File: src/rtl/agg_pkg.sv
package agg_pkg;
    localparam int DATA_W    = 8;
    localparam int NUM_LINES = 7;
    localparam int EVT_USED  = 6;
    localparam int NUM_STICKY = 2;

    typedef enum logic [1:0] {
        ADDR_ISTATE = 2'd0,
        ADDR_IMASK  = 2'd1,
        ADDR_ESTATE = 2'd2,
        ADDR_EMASK  = 2'd3
    } reg_addr_e;

    // event state bit positions (decoded by software)
    localparam int EB_SYSF = 0;
    localparam int EB_BERR = 1;
    localparam int EB_ACF  = 2;
    localparam int EB_WDT  = 3;
    localparam int EB_FIFO = 4;
    localparam int EB_REVT = 5;

    // sticky slot indices
    localparam int SK_BERR = 0;
    localparam int SK_REVT = 1;

    typedef struct packed {
        logic [DATA_W-1:0] imask;
        logic [DATA_W-1:0] emask;
        logic              irq;
    } agg_regs_t;
endpackage

File: src/rtl/agg_sticky_flag.sv
module agg_sticky_flag #(
    parameter logic INIT = 1'b1
) (
    input  logic clk,
    input  logic rst_n,
    input  logic set_i,
    input  logic hold_i,
    input  logic clr_i,
    output logic flag_o
);
    logic flag_d, flag_q;

    always_comb begin
        flag_d = flag_q;
        if (set_i) begin
            flag_d = 1'b0;
        end else if (clr_i && !hold_i) begin
            flag_d = 1'b1;
        end
    end

    always_ff @(posedge clk or negedge rst_n) begin
        if (!rst_n) flag_q <= INIT;
        else        flag_q <= flag_d;
    end

    assign flag_o = flag_q & ~hold_i;

    assert_event_clears_R6: assert property (@(posedge clk) disable iff (!rst_n)
        set_i |=> !flag_q);

    assert_idle_holds_R9: assert property (@(posedge clk) disable iff (!rst_n)
        (!set_i && !clr_i) |=> $stable(flag_q));

    assert_release_by_write_R9: assert property (@(posedge clk) disable iff (!rst_n)
        $rose(flag_q) |-> ($past(clr_i) && !$past(set_i) && !$past(hold_i)));
endmodule

File: src/rtl/agg_irq_mask.sv
module agg_irq_mask #(
    parameter int W = 8
) (
    input  logic [W-1:0] state_n_i,
    input  logic [W-1:0] enable_i,
    output logic         any_o
);
    assign any_o = |(~state_n_i & enable_i);
endmodule

File: src/rtl/irq_event_agg.sv
module irq_event_agg
    import agg_pkg::*;
(
    input  logic                 clk,
    input  logic                 rst_n,
    input  logic [NUM_LINES-1:0] irq_line_n,
    input  logic                 rsp_rd_rdy,
    input  logic                 rsp_wr_rdy,
    input  logic                 sys_fail,
    input  logic                 ac_fail,
    input  logic                 wdog_expired,
    input  logic                 fifo_nempty,
    input  logic                 bus_err,
    input  logic                 sys_reset,
    input  logic                 soft_reset,
    input  logic [1:0]           reg_addr,
    input  logic                 reg_wr,
    input  logic [DATA_W-1:0]    reg_wdata,
    output logic [DATA_W-1:0]    reg_rdata,
    output logic                 host_irq
);
    agg_regs_t regs_d, regs_q;

    logic [DATA_W-1:0]     istate_n;
    logic [DATA_W-1:0]     estate_n;
    logic [NUM_STICKY-1:0] sk_set, sk_hold, sk_clr, sk_flag;
    logic                  wr_estate;
    logic                  any_int, any_evt;

    assign wr_estate = reg_wr && (reg_addr == ADDR_ESTATE);

    // sticky inputs per slot
    always_comb begin
        sk_set[SK_BERR]  = bus_err | soft_reset;
        sk_hold[SK_BERR] = soft_reset;
        sk_clr[SK_BERR]  = wr_estate & reg_wdata[EB_BERR];
        sk_set[SK_REVT]  = sys_reset | soft_reset;
        sk_hold[SK_REVT] = sys_reset | soft_reset;
        sk_clr[SK_REVT]  = wr_estate & reg_wdata[EB_REVT];
    end

    localparam logic [NUM_STICKY-1:0] STICKY_INIT = 2'b01; // berr=1, revt=0

    for (genvar s = 0; s < NUM_STICKY; s++) begin : g_sticky
        agg_sticky_flag #(.INIT(STICKY_INIT[s])) u_flag (
            .clk    (clk),
            .rst_n  (rst_n),
            .set_i  (sk_set[s]),
            .hold_i (sk_hold[s]),
            .clr_i  (sk_clr[s]),
            .flag_o (sk_flag[s])
        );
    end

    // active-low state views
    assign istate_n = {irq_line_n, (rsp_rd_rdy | rsp_wr_rdy)};

    always_comb begin
        estate_n                         = '1;
        estate_n[EB_SYSF]                = ~sys_fail;
        estate_n[EB_BERR]                = sk_flag[SK_BERR];
        estate_n[EB_ACF]                 = ~ac_fail;
        estate_n[EB_WDT]                 = ~wdog_expired;
        estate_n[EB_FIFO]                = ~fifo_nempty;
        estate_n[EB_REVT]                = sk_flag[SK_REVT];
    end

    agg_irq_mask #(.W(DATA_W)) u_mask_int (
        .state_n_i (istate_n),
        .enable_i  (regs_q.imask),
        .any_o     (any_int)
    );

    agg_irq_mask #(.W(EVT_USED)) u_mask_evt (
        .state_n_i (estate_n[EVT_USED-1:0]),
        .enable_i  (regs_q.emask[EVT_USED-1:0]),
        .any_o     (any_evt)
    );

    always_comb begin
        regs_d     = regs_q;
        regs_d.irq = any_int | any_evt;
        if (reg_wr) begin
            case (reg_addr)
                ADDR_IMASK: regs_d.imask = reg_wdata;
                ADDR_EMASK: regs_d.emask = reg_wdata;
                default: ;
            endcase
        end
    end

    always_ff @(posedge clk or negedge rst_n) begin
        if (!rst_n) regs_q <= '0;
        else        regs_q <= regs_d;
    end

    always_comb begin
        case (reg_addr)
            ADDR_ISTATE: reg_rdata = istate_n;
            ADDR_IMASK:  reg_rdata = regs_q.imask;
            ADDR_ESTATE: reg_rdata = estate_n;
            default:     reg_rdata = regs_q.emask;
        endcase
    end

    assign host_irq = regs_q.irq;

    assert_irq_one_late_R5: assert property (@(posedge clk) disable iff (!rst_n)
        ##1 (host_irq == $past(any_int | any_evt)));

    assert_msg_low_R2: assert property (@(posedge clk) disable iff (!rst_n)
        (!rsp_rd_rdy && !rsp_wr_rdy && reg_addr == ADDR_ISTATE) |-> !reg_rdata[0]);

    assert_hold_reads_low_R7: assert property (@(posedge clk) disable iff (!rst_n)
        (soft_reset && reg_addr == ADDR_ESTATE) |-> !reg_rdata[EB_BERR]);

    assert_state_write_ignored_R10: assert property (@(posedge clk) disable iff (!rst_n)
        (reg_wr && reg_addr == ADDR_ISTATE) |=> ($stable(regs_q.imask) && $stable(regs_q.emask)));

    assert_top_bits_high_R3: assert property (@(posedge clk) disable iff (!rst_n)
        (reg_addr == ADDR_ESTATE) |-> (reg_rdata[7:6] == 2'b11));
endmodule

File: config.mk
export PLATFORM = sky130hd
export DESIGN_NAME = irq_event_agg
export DESIGN_NICKNAME = d
export VERILOG_FILES = /design/src/rtl/agg_pkg.sv /design/src/rtl/agg_sticky_flag.sv /design/src/rtl/agg_irq_mask.sv /design/src/rtl/irq_event_agg.sv
export SDC_FILE = /design/constraint.sdc
export NUM_CORES = 1
export LEC_CHECK = 0
export ABC_AREA = 0
export BUFFER_PORTS_ARGS = -buffer_cell sky130_fd_sc_hd__buf_2
export CELL_PAD_IN_SITES_DETAIL_PLACEMENT = 1
export CELL_PAD_IN_SITES_GLOBAL_PLACEMENT = 2
export CORE_UTILIZATION = 28
export DETAILED_ROUTE_END_ITERATION = 8
export PLACE_DENSITY_LB_ADDON = 0.2
export SKIP_CTS_REPAIR_TIMING = 1
export SLEW_MARGIN = 15
export SYNTH_ARGS = -nofsm -noshare
export SYNTH_HDL_FRONTEND = slang
export SYNTH_HIERARCHICAL = 1
export SYNTH_SLANG_ARGS = --single-unit
File: constraint.sdc
create_clock -name clk -period 1.6 [get_ports clk]
set_clock_uncertainty 0.2 [all_clocks]
set_input_delay 0.08 -clock clk [delete_from_list [all_inputs] [get_ports clk]]
set_output_delay 0.08 -clock clk [all_outputs]
set_load 0.005 [all_outputs]
==> results of run 1 <==
[worst paths after layout]
kind / start / endpoint / slack, ns / cells after the start
setup reg to reg: g_sticky[0].u_flag/flag_q$_DFFE_PN1P_ / host_irq$_DFF_PN0_ / -0.03 / 5
min in group asynchronous: rst_n / regs_q[9]$_DFFE_PN0P_ / 0.10 / 2
max in group asynchronous: rst_n / g_sticky[0].u_flag/flag_q$_DFFE_PN1P_ / 0.76 / 2
hold / removal: soft_reset / g_sticky[0].u_flag/flag_q$_DFFE_PN1P_ / 0.02 / 4
setup / recovery: g_sticky[0].u_flag/flag_q$_DFFE_PN1P_ / host_irq$_DFF_PN0_ / -0.03 / 5
hold reg to reg: regs_q[7]$_DFFE_PN0P_ / regs_q[7]$_DFFE_PN0P_ / 0.32 / 1
[layout make-up]
| cell class | count | area, um^2 |
|---|---|---|
| sequential | 19 | 477 |
| timing repair buffer | 54 | 349 |
| clock buffer | 4 | 45.0 |
| inverter | 20 | 75.1 |
| tap | 48 | 60.1 |
| fill | 429 | 2210 |
| multi-input combinational | 51 | 554 |
[sequential cells by signal, summed over array words and instances (netlist names)]
name and cells:
regs_q 16, host_irq 1, g_sticky.u_flag/flag_q 2
[cell usage after synthesis]
master	n
nand3_4	1
or4_1	1
buf_6	1
mux2_2	18
nor2_1	2
dfrtp_1	18
inv_1	20
mux4_1	6
o22ai_1	7
nor3b_1	2
a21oi_2	2
nand3b_4	1
o22a_1	2
or2_2	3
or2_1	1
nand2_1	2
dfstp_2	1
buf_2	1
nand2b_1	2
or3_1	1
[per-layer routing]
layer  vias to the layer above  wire length, um
met4                         0               27
li1                        430                -
met1                       478             1370
met3                         4              116
met5                         -                0
met2                        21             1510
[kinds of logic after synthesis]
| family | after synthesis | synth area share [%] |
|---|---|---|
| AO/OA/AOI/OAI | 11 | 7.00 |
| AND/OR/NAND/NOR | 16 | 10.6 |
| buffers and inverters | 22 | 8.11 |
| flip-flops | 19 | 42.3 |
| multiplexers | 24 | 32.0 |
[per-stage QoR]
stage | setup slack (ns) | TNS, ns | cell area (um^2)
final | -0.0306 | -0.0633 | 1560
after global routing | -0.0677 | -0.178 | 1560
after CTS | -0.0797 | -0.201 | 1430
after detailed placement | -0.0671 | -0.0671 | 1390
after global placement | -0.0279 | -0.0279 | 1390
after floorplan | 0.00362 | 0 | 1130
[report_power, final]
group          total (W)  leakage [nW]  internal [W]  switching [W]
registers       0.000615         0.222      0.000559      0.0000557
clock network   0.000343        0.0228      0.000177       0.000166
logic           0.000362         0.485      0.000215       0.000147
[worst max-delay path, cell delays in order, from the launching register on]
cell and delay, ns:
dfstp_2 0.53, inv_2 0.04, nor2_4 0.08, o22ai_2 0.08, or3_1 0.34, or2_4 0.24
==> flow_summary_export.csv, run 1 <==
group,metric,value,unit
floorplan,dieHeight,65.4,um
synthesis,avgSynthCellArea,12.2,um^2
outcome,failed_checks,"negative setup slack",
final_layout,final_cell_mix,"buf_2 (36), inv_1 (18), mux2_2 (18), dfrtp_1 (18), dlygate4sd3_1 (12)",
grt,grt-busiest-layer,"met2",
place,dp.cells,179,
grt,track_usage,14.0,%
detailed_routing,wl,3030,um
final_layout,nNetsFinal,178,
clocking,htree_levels,1,
synthesis,syn_nets,121,
final_layout,post-route-util,41.4,%
grt,globalRouteMet3Util,2.43,%
critical_path,crit_arrival,1.58,ns
grt,grt_overflow,0,
critical_path,worst-path-max-fanout,2,
clocking,tritoncts,"done",
detailed_routing,wl_per_cell,15.5,um
hold_path,holdCritPathClass,"in2reg",
sta,max_freq,613,MHz
clocking,cts_made_buffers,3,
synthesis,synth.distinct_cells,20,
clocking,clockRootBuffer,"clkbuf_8",
synthesis,yosysWarnings,6,
sta,tightest_slew,0.460,ns
detailed_routing,via_per_inst,4.76,
sta,drv_slew,0,
power,leakage,0.730,nW
place,dpl.hpwl,2110,um
grt,grt_pass1_wl,4400,um
final_layout,final_common_cell,"buf_2",
final_layout,area_delta_synth_final,38.6,%
detailed_routing,drt_iter0_drc,16,
place,gp_congestion,0.763,
grt,antenna_found_initial,0,
floorplan,die-area,4280,um^2
grt,grt_use_met2,23.3,%
final_layout,num_antenna_cells,0,
sta,setup_viol,3,
synthesis,yosysTopAreaCellShare,40.0,%
detailed_routing,ant_nets,0,
clocking,clock_latency,0.26,ns
clocking,clkSinkCount,19,
floorplan,ios,38,
sta,period_share,102,%
floorplan,fp-row-count,22,
place,port_buffers,37,
floorplan,initial_core_util,29.9,%
grt,grt_max_degree,20,
clocking,cts.reportedPaths.clkPinSlew,0.08,ns
synthesis,synth-seq-area-share,42.3,%
synthesis,syn_area,1130,um^2
flow_run,maxCapViolations,0,
sta,layout_min_cycle_time,1.63,ns
critical_path,startpoint_type,"flip-flop",
grt,grt_pass1_vias,890,
floorplan,die_x,65.4,um
synthesis,synth_top_area_cell,"dfrtp_1",
synthesis,ys_ff_latch,19,
synthesis,synth_area_leaders,"dfrtp_1 (40%), mux2_2 (18%), mux4_1 (14%)",
sta,rsz0062_at_grt,"true",
grt,gr-usage-met1,18.2,%
final_layout,drive_gt1_share,55.4,%
critical_path,required,1.54,ns
critical_path,crit_path_end_kind,"flip-flop",
sta,fin_ws,-0.0306,ns
floorplan,coreArea,3770,um^2
clocking,cts_buffer_depth,2,
detailed_routing,drcViolationCount,0,
detailed_routing,dr.pass1.iters,2,
detailed_routing,num_vias,933,
sta,whs,0.0205,ns
power,power,0.00132,W
outcome,status,"finished with violations",
critical_path,critical_path_class,"reg2reg",
synthesis,synthCells,92,
sta,hold_violations,0,
sta,maxSlewHeadroom,69.3,%
power,ir_worst_vdd,0.335,mV
power,powerDensity,846,nW/um^2
final_layout,finalNonFillerCells,196,
Power figures use the tool's default switching activity.
==> run 2: changes to the inputs <==
--- a/config.mk
+++ b/config.mk
@@ -11,6 +11,7 @@
 export CELL_PAD_IN_SITES_GLOBAL_PLACEMENT = 2
 export CORE_UTILIZATION = 28
 export DETAILED_ROUTE_END_ITERATION = 8
+export GPL_TIMING_DRIVEN = 0
 export PLACE_DENSITY_LB_ADDON = 0.2
 export SKIP_CTS_REPAIR_TIMING = 1
 export SLEW_MARGIN = 15
==> run 2 against run 1 <==
The run ends with negative hold slack, negative setup slack left. Design area down 1.0%. Register-to-register slack worse by 0.02 ns. Worst hold slack worse by 0.11 ns. Critical endpoint unchanged. Largest cell class unchanged. Highest routed layer unchanged.
==> flow_summary_export.csv, run 2 (synthesis gave the netlist of run 1 again) <==
group,metric,value,unit
outcome,status,"finished with violations",
outcome,failed_checks,"negative hold slack, negative setup slack",
hold_path,holdCritPathClass,"in2reg",
sta,period_share,103,%
final_layout,regMostFlops,"regs_q",
critical_path,startpoint_type,"flip-flop",
sta,hold_violations,1,
final_layout,num_antenna_cells,0,
final_layout,multi_input_area,559,um^2
clocking,clkSinkCount,19,
critical_path,crit_slowest_cell,"dfstp_2",
final_layout,nNetsFinal,176,
grt,antenna_found_initial,0,
floorplan,die-area,4280,um^2
grt,track_usage,13.5,%
clocking,tritoncts,"done",
critical_path,crit_arrival,1.59,ns
final_layout,area_delta_synth_final,37.1,%
detailed_routing,drcViolationCount,0,
critical_path,r2r_cells,5,
sta,drv_slew,0,
sta,tightest_slew,0.447,ns
floorplan,ios,38,
place,dpl.hpwl,2060,um
clocking,cts.reportedPaths.clkPinSlew,0.07,ns
final_layout,largest_reg_flops,16,
final_layout,seqCellArea,477,um^2
place,gp_congestion,0.704,
clocking,cts_buffer_depth,2,
grt,grt_pass1_wl,4220,um
grt,grt_use_met2,22.7,%
critical_path,cpPeakStageDelay,0.53,ns
grt,grt-busiest-layer,"met2",
clocking,clock_latency,0.26,ns
power,ir_worst_vdd,0.442,mV
clocking,clockRootBuffer,"clkbuf_8",
clocking,htree_levels,1,
critical_path,required,1.55,ns
flow_run,maxCapViolations,0,
detailed_routing,wl,2810,um
sta,setup_viol,2,
grt,grt_overflow,0,
sta,fin_ws,-0.0492,ns
sta,rsz0062_at_grt,"true",
sta,max_freq,606,MHz
critical_path,crit_path_end_kind,"flip-flop",
hold_path,hold-path-cell-count,3,
critical_path,worst-path-max-fanout,2,
floorplan,dieHeight,65.4,um
detailed_routing,ant_nets,0,
detailed_routing,via_per_inst,4.63,
sta,setup_total_negative_slack,-0.0695,ns
detailed_routing,wl_per_cell,14.5,um
place,port_buffers,37,
sta,maxSlewHeadroom,70.2,%
final_layout,fill_cells,437,
power,powerDensity,840,nW/um^2
final_layout,final_common_cell,"buf_2",
grt,globalRouteMet3Util,2.43,%
grt,gr-usage-met1,17.5,%
final_layout,post-route-util,40.9,%
critical_path,crit_chain,"inv_2 > nor2_4 > o22ai_2 > or3_1 > or2_4",
place,dp_worst_setup_slack,-0.132,ns
detailed_routing,drt_iter0_drc,6,
sta,whs,-0.0930,ns
floorplan,die_x,65.4,um
detailed_routing,num_vias,899,
power,leakage,0.725,nW
sta,layout_min_cycle_time,1.65,ns
clocking,cts_made_buffers,3,
critical_path,critical_path_class,"reg2reg",
detailed_routing,dr.pass1.iters,3,
floorplan,fp-row-count,22,
critical_path,r2r_setup_slack,-0.05,ns
grt,grt_max_degree,20,
floorplan,coreArea,3770,um^2
final_layout,design_area,1540,um^2
final_layout,drive_gt1_share,56.2,%
grt,grt_pass1_vias,896,
final_layout,final_cell_mix,"buf_2 (38), inv_1 (18), mux2_2 (18), dfrtp_1 (18), dlygate4sd3_1 (11)",
floorplan,initial_core_util,29.9,%
place,placement.cell_area,1370,um^2
==> run 2: per-stage QoR <==
stage	hold slack [ns]	std cells	total power [W]
floorplan	-0.416	92	0.000804
detailed placement	-0.146	177	0.000939
global route	-0.0800	194	0.00138
CTS	-0.427	181	0.00128
finish	-0.0930	194	0.00130
global placement	-0.145	177	0.000926
==> run 2: area by class of cell <==
type | count | share of cell area [%]
Tap cell | 48 | 3.89
Inverter | 20 | 4.86
Clock inverter | 1 | 0.324
Sequential cell | 19 | 30.9
Buffer | 2 | 1.05
Clock buffer | 3 | 2.67
Multi-Input combinational cell | 51 | 36.2
Timing Repair Buffer | 50 | 20.1
==> run 2: where the power goes <==
group	total, W	switching, W	internal (W)
registers	0.000611	0.0000523	0.000559
clock network	0.000338	0.000165	0.000173
logic	0.000348	0.000139	0.000208
total	0.00130	0.000357	0.000940
==> run 2: path summary, 6_finish.rpt <==
check,from,end
worst max-delay path,g_sticky[0].u_flag/flag_q$_DFFE_PN1P_,host_irq$_DFF_PN0_
worst min-delay path,soft_reset,g_sticky[0].u_flag/flag_q$_DFFE_PN1P_
min in group asynchronous,rst_n,regs_q[7]$_DFFE_PN0P_
worst max register to register,g_sticky[0].u_flag/flag_q$_DFFE_PN1P_,host_irq$_DFF_PN0_
worst min register to register,regs_q[7]$_DFFE_PN0P_,regs_q[7]$_DFFE_PN0P_
max in group asynchronous,rst_n,g_sticky[0].u_flag/flag_q$_DFFE_PN1P_
==> run 2: worst max-delay path: cells and delay by family (launching register included) <==
kind	cells	cell delay (ns)
DFF	1	0.53
and+or+nand+nor	3	0.69
buffers and inverters	1	0.04
AOI/OAI and AO/OA	1	0.08
==> run 2: per-layer routing <==
layer	share of wire [%]	wire [um]
met3	3.7	104
met2	49	1370
met4	1.0	29
met5	0	0
met1	46	1310
==> run 3: changes to the inputs <==
--- a/config.mk
+++ b/config.mk
@@ -9,7 +9,7 @@
 export BUFFER_PORTS_ARGS = -buffer_cell sky130_fd_sc_hd__buf_2
 export CELL_PAD_IN_SITES_DETAIL_PLACEMENT = 1
 export CELL_PAD_IN_SITES_GLOBAL_PLACEMENT = 2
-export CORE_UTILIZATION = 28
+export CORE_UTILIZATION = 27
 export DETAILED_ROUTE_END_ITERATION = 8
 export GPL_TIMING_DRIVEN = 0
 export PLACE_DENSITY_LB_ADDON = 0.2
@@ -17,5 +17,4 @@
 export SLEW_MARGIN = 15
 export SYNTH_ARGS = -nofsm -noshare
 export SYNTH_HDL_FRONTEND = slang
-export SYNTH_HIERARCHICAL = 1
 export SYNTH_SLANG_ARGS = --single-unit
==> run 3 against run 2 <==
The run ends with negative setup slack left. Via count down 0.89%. Combinational power fell by 9.5%. Sequential share of layout area up 2.2 points.
==> flow_summary_export.csv, run 3 <==
group,metric,value,unit
critical_path,crit_arrival,1.37,ns
synthesis,syn_nets,114,
outcome,failed_checks,"negative setup slack",
detailed_routing,dr.pass1.iters,4,
floorplan,dieHeight,64.0,um
final_layout,regMostFlops,"regs_q",
power,pwr-share-seq,48.3,%
synthesis,synth_ff_type,"dfrtp_1",
sta,tightest_slew,0.471,ns
synthesis,synth_top_area_cell,"dfrtp_1",
critical_path,worstSetupEndpoint,"reg_rdata[5]",
final_layout,largest_reg_flops,16,
synthesis,yosysWarnings,0,
final_layout,fill_cells,426,
sta,layout_min_cycle_time,1.65,ns
synthesis,synth-edff-count,0,
final_layout,drive_gt1_share,48.9,%
synthesis,synth-seq-area-share,46.0,%
detailed_routing,wl_per_cell,14.4,um
final_layout,final_cell_mix,"buf_2 (38), dfrtp_1 (18), mux2_2 (17)",
sta,max_freq,606,MHz
clocking,tritoncts,"done",
critical_path,crit_chain,"nor3b_1 > mux4_2 > buf_2",
synthesis,synth_top_cells_by_count,"dfrtp_1 (18), mux2_2 (17), inv_1 (8)",
sta,maxSlewHeadroom,68.5,%
clocking,clock_latency,0.25,ns
synthesis,synth_fa_ha_area_share,0,%
outcome,status,"finished with violations",
detailed_routing,ant_nets,0,
power,powerDensity,878,nW/um^2
critical_path,cp-startpoint,"g_sticky[1].u_flag.flag_q$_DFFE_PN0P_",
synthesis,yosys.area_share.simple,10.6,%
critical_path,r2r-start,"regs_q[10]$_DFFE_PN0P_",
detailed_routing,wl,2660,um
floorplan,fp-row-count,22,
clocking,cts_buffer_depth,2,
power,leakage,0.656,nW
sta,rsz0062_at_grt,"true",
critical_path,required,1.32,ns
synthesis,avgSynthCellArea,12.2,um^2
clocking,cts_made_buffers,3,
critical_path,cpPeakStageDelay,0.45,ns
synthesis,syn_area,1040,um^2
power,intPower,0.000931,W
sta,hold_violations,0,
place,port_buffers,36,
final_layout,final_common_cell,"buf_2",
synthesis,synth_xor_area_share,0,%
synthesis,synth_compound_area_share,9.17,%
floorplan,initial_core_util,28.3,%
grt,antenna_found_initial,0,
final_layout,post-route-util,39.4,%
detailed_routing,num_vias,891,
critical_path,startpoint_type,"flip-flop",
critical_path,crit_buf_inv,1,
critical_path,reg2reg_to,"host_irq$_DFF_PN0_",
synthesis,ys_ff_latch,19,
place,dp_worst_setup_slack,-0.000722,ns
floorplan,die-area,4090,um^2
final_layout,finalNonFillerCells,185,
clocking,clockRootBuffer,"clkbuf_8",
clocking,htree_levels,1,
critical_path,path_depth,3,
synthesis,synth.area.mux_share,29.7,%
synthesis,synth.distinct_cells,25,
sta,setup_viol,2,
critical_path,r2r_setup_slack,0.03,ns
detailed_routing,drcViolationCount,0,
critical_path,crit_path_end_kind,"output pin",
grt,grt_max_degree,20,
final_layout,nNetsFinal,167,
final_layout,area_delta_synth_final,39.0,%
place,dpl.hpwl,2020,um
floorplan,die_x,64.0,um
power,p_clk_share,26.8,%
power,ir_worst_vdd,0.689,mV
critical_path,crit_family,"multiplexers",
floorplan,coreArea,3660,um^2
critical_path,worst-path-max-fanout,2,
synthesis,synth_top_family_by_area,"multiplexers",
flow_run,maxCapViolations,0,
grt,grt_pass1_wl,4380,um
clocking,clkSinkCount,19,
sta,fin_ws,-0.0510,ns
synthesis,synthCells,85,
sta,drv_slew,0,
synthesis,synthArstFlopShare,100,%
grt,grt_overflow,0,
power,p_comb_share,24.9,%
synthesis,yosysTopAreaCellShare,43.4,%
critical_path,r2r_cells,3,
final_layout,num_antenna_cells,0,
power,swShare,26.4,%
place,gp_congestion,0.682,
power,switching_power,0.000335,W
clocking,cts.reportedPaths.clkPinSlew,0.07,ns
detailed_routing,drt_iter0_drc,33,
critical_path,critical_path_class,"reg2out",
synthesis,synth_area_leaders,"dfrtp_1 (43%), mux2_2 (18%), mux4_2 (8.7%)",
place,dp.cells,169,
grt,grt_pass1_vias,921,
detailed_routing,via_per_inst,4.82,
sta,period_share,103,%
hold_path,holdCritPathClass,"in2reg",
synthesis,yosysMostFrequentCell,"dfrtp_1",
critical_path,crit_slowest_cell,"mux4_2",
grt,track_usage,14.1,%
floorplan,ios,38,
## run 3: cell count changes in the layout (fill, tap and decap cells not counted), sizes merged, moves of 3 or more
cell / change
nand2: +3
or2: -4
o21ai: +3
inv: -12
nor2b: +4
o22ai: -7
## run 3: kinds of logic after synthesis
logic type      after synthesis
simple gates                 19
compound gates               14
mux                          22
buf+inv                      11
flops                        19
## run 3: routing by layer
layer | GRT usage (%) | share of wire (%) | vias up
li1 | - | - | 417
met1 | 17.3 | 42 | 449
met2 | 24.9 | 53 | 23
met3 | 4.29 | 5.0 | 2
met4 | 1.70 | 0.45 | 0
met5 | 0 | 0 | -
## run 3: power groups by stage
stage / Clock (W) / Combinational, W / Sequential (W)
2_1_floorplan: 0 / 0.000185 / 0.000603
3_3_place_gp: 0 / 0.000293 / 0.000616
3_5_place_dp: 0 / 0.000299 / 0.000620
4_1_cts: 0.000354 / 0.000300 / 0.000610
5_1_grt: 0.000370 / 0.000351 / 0.000623
6_report: 0.000339 / 0.000315 / 0.000612
## run 3: final cells by class
cell class | instances | area, um^2 | share of cell area, %
tap | 48 | 60.1 | 4.17
inverter | 8 | 30.0 | 2.08
timing repair buffer | 48 | 300 | 20.8
clock buffer | 4 | 45.0 | 3.13
multi-input combinational | 55 | 512 | 35.5
buffer | 3 | 17.5 | 1.22
sequential | 19 | 477 | 33.1
## run 3: how the worst min path moves through the flow
stage	startpoint	endpoint	cells after the start
after floorplan	rst_n	g_sticky[1].u_flag.flag_q$_DFFE_PN0P_	0
after global placement	rst_n	regs_q[5]$_DFFE_PN0P_	1
after detailed placement	rst_n	regs_q[13]$_DFFE_PN0P_	1
after CTS	rst_n	regs_q[13]$_DFFE_PN0P_	1
after global routing	sys_reset	host_irq$_DFF_PN0_	4
final	fifo_nempty	host_irq$_DFF_PN0_	4
## run 3: stage by stage
step	setup TNS [ns]	total power [W]	instance area (um^2)	hold slack, ns
floorplan	0	0.000789	1040	-0.416
global placement	0	0.000909	1280	-0.148
detailed placement	-0.000722	0.000919	1280	-0.145
CTS	-0.173	0.00126	1320	-0.425
global route	-0.256	0.00134	1440	0.0233
finish	-0.0973	0.00127	1440	0.00352
## run 3: worst register-to-register path, stage by stage, from the launching register on
cell,delay (ns)
dfrtp_1,0.40
a222oi_1,0.33
o2111ai_1,0.15
or3_1,0.37
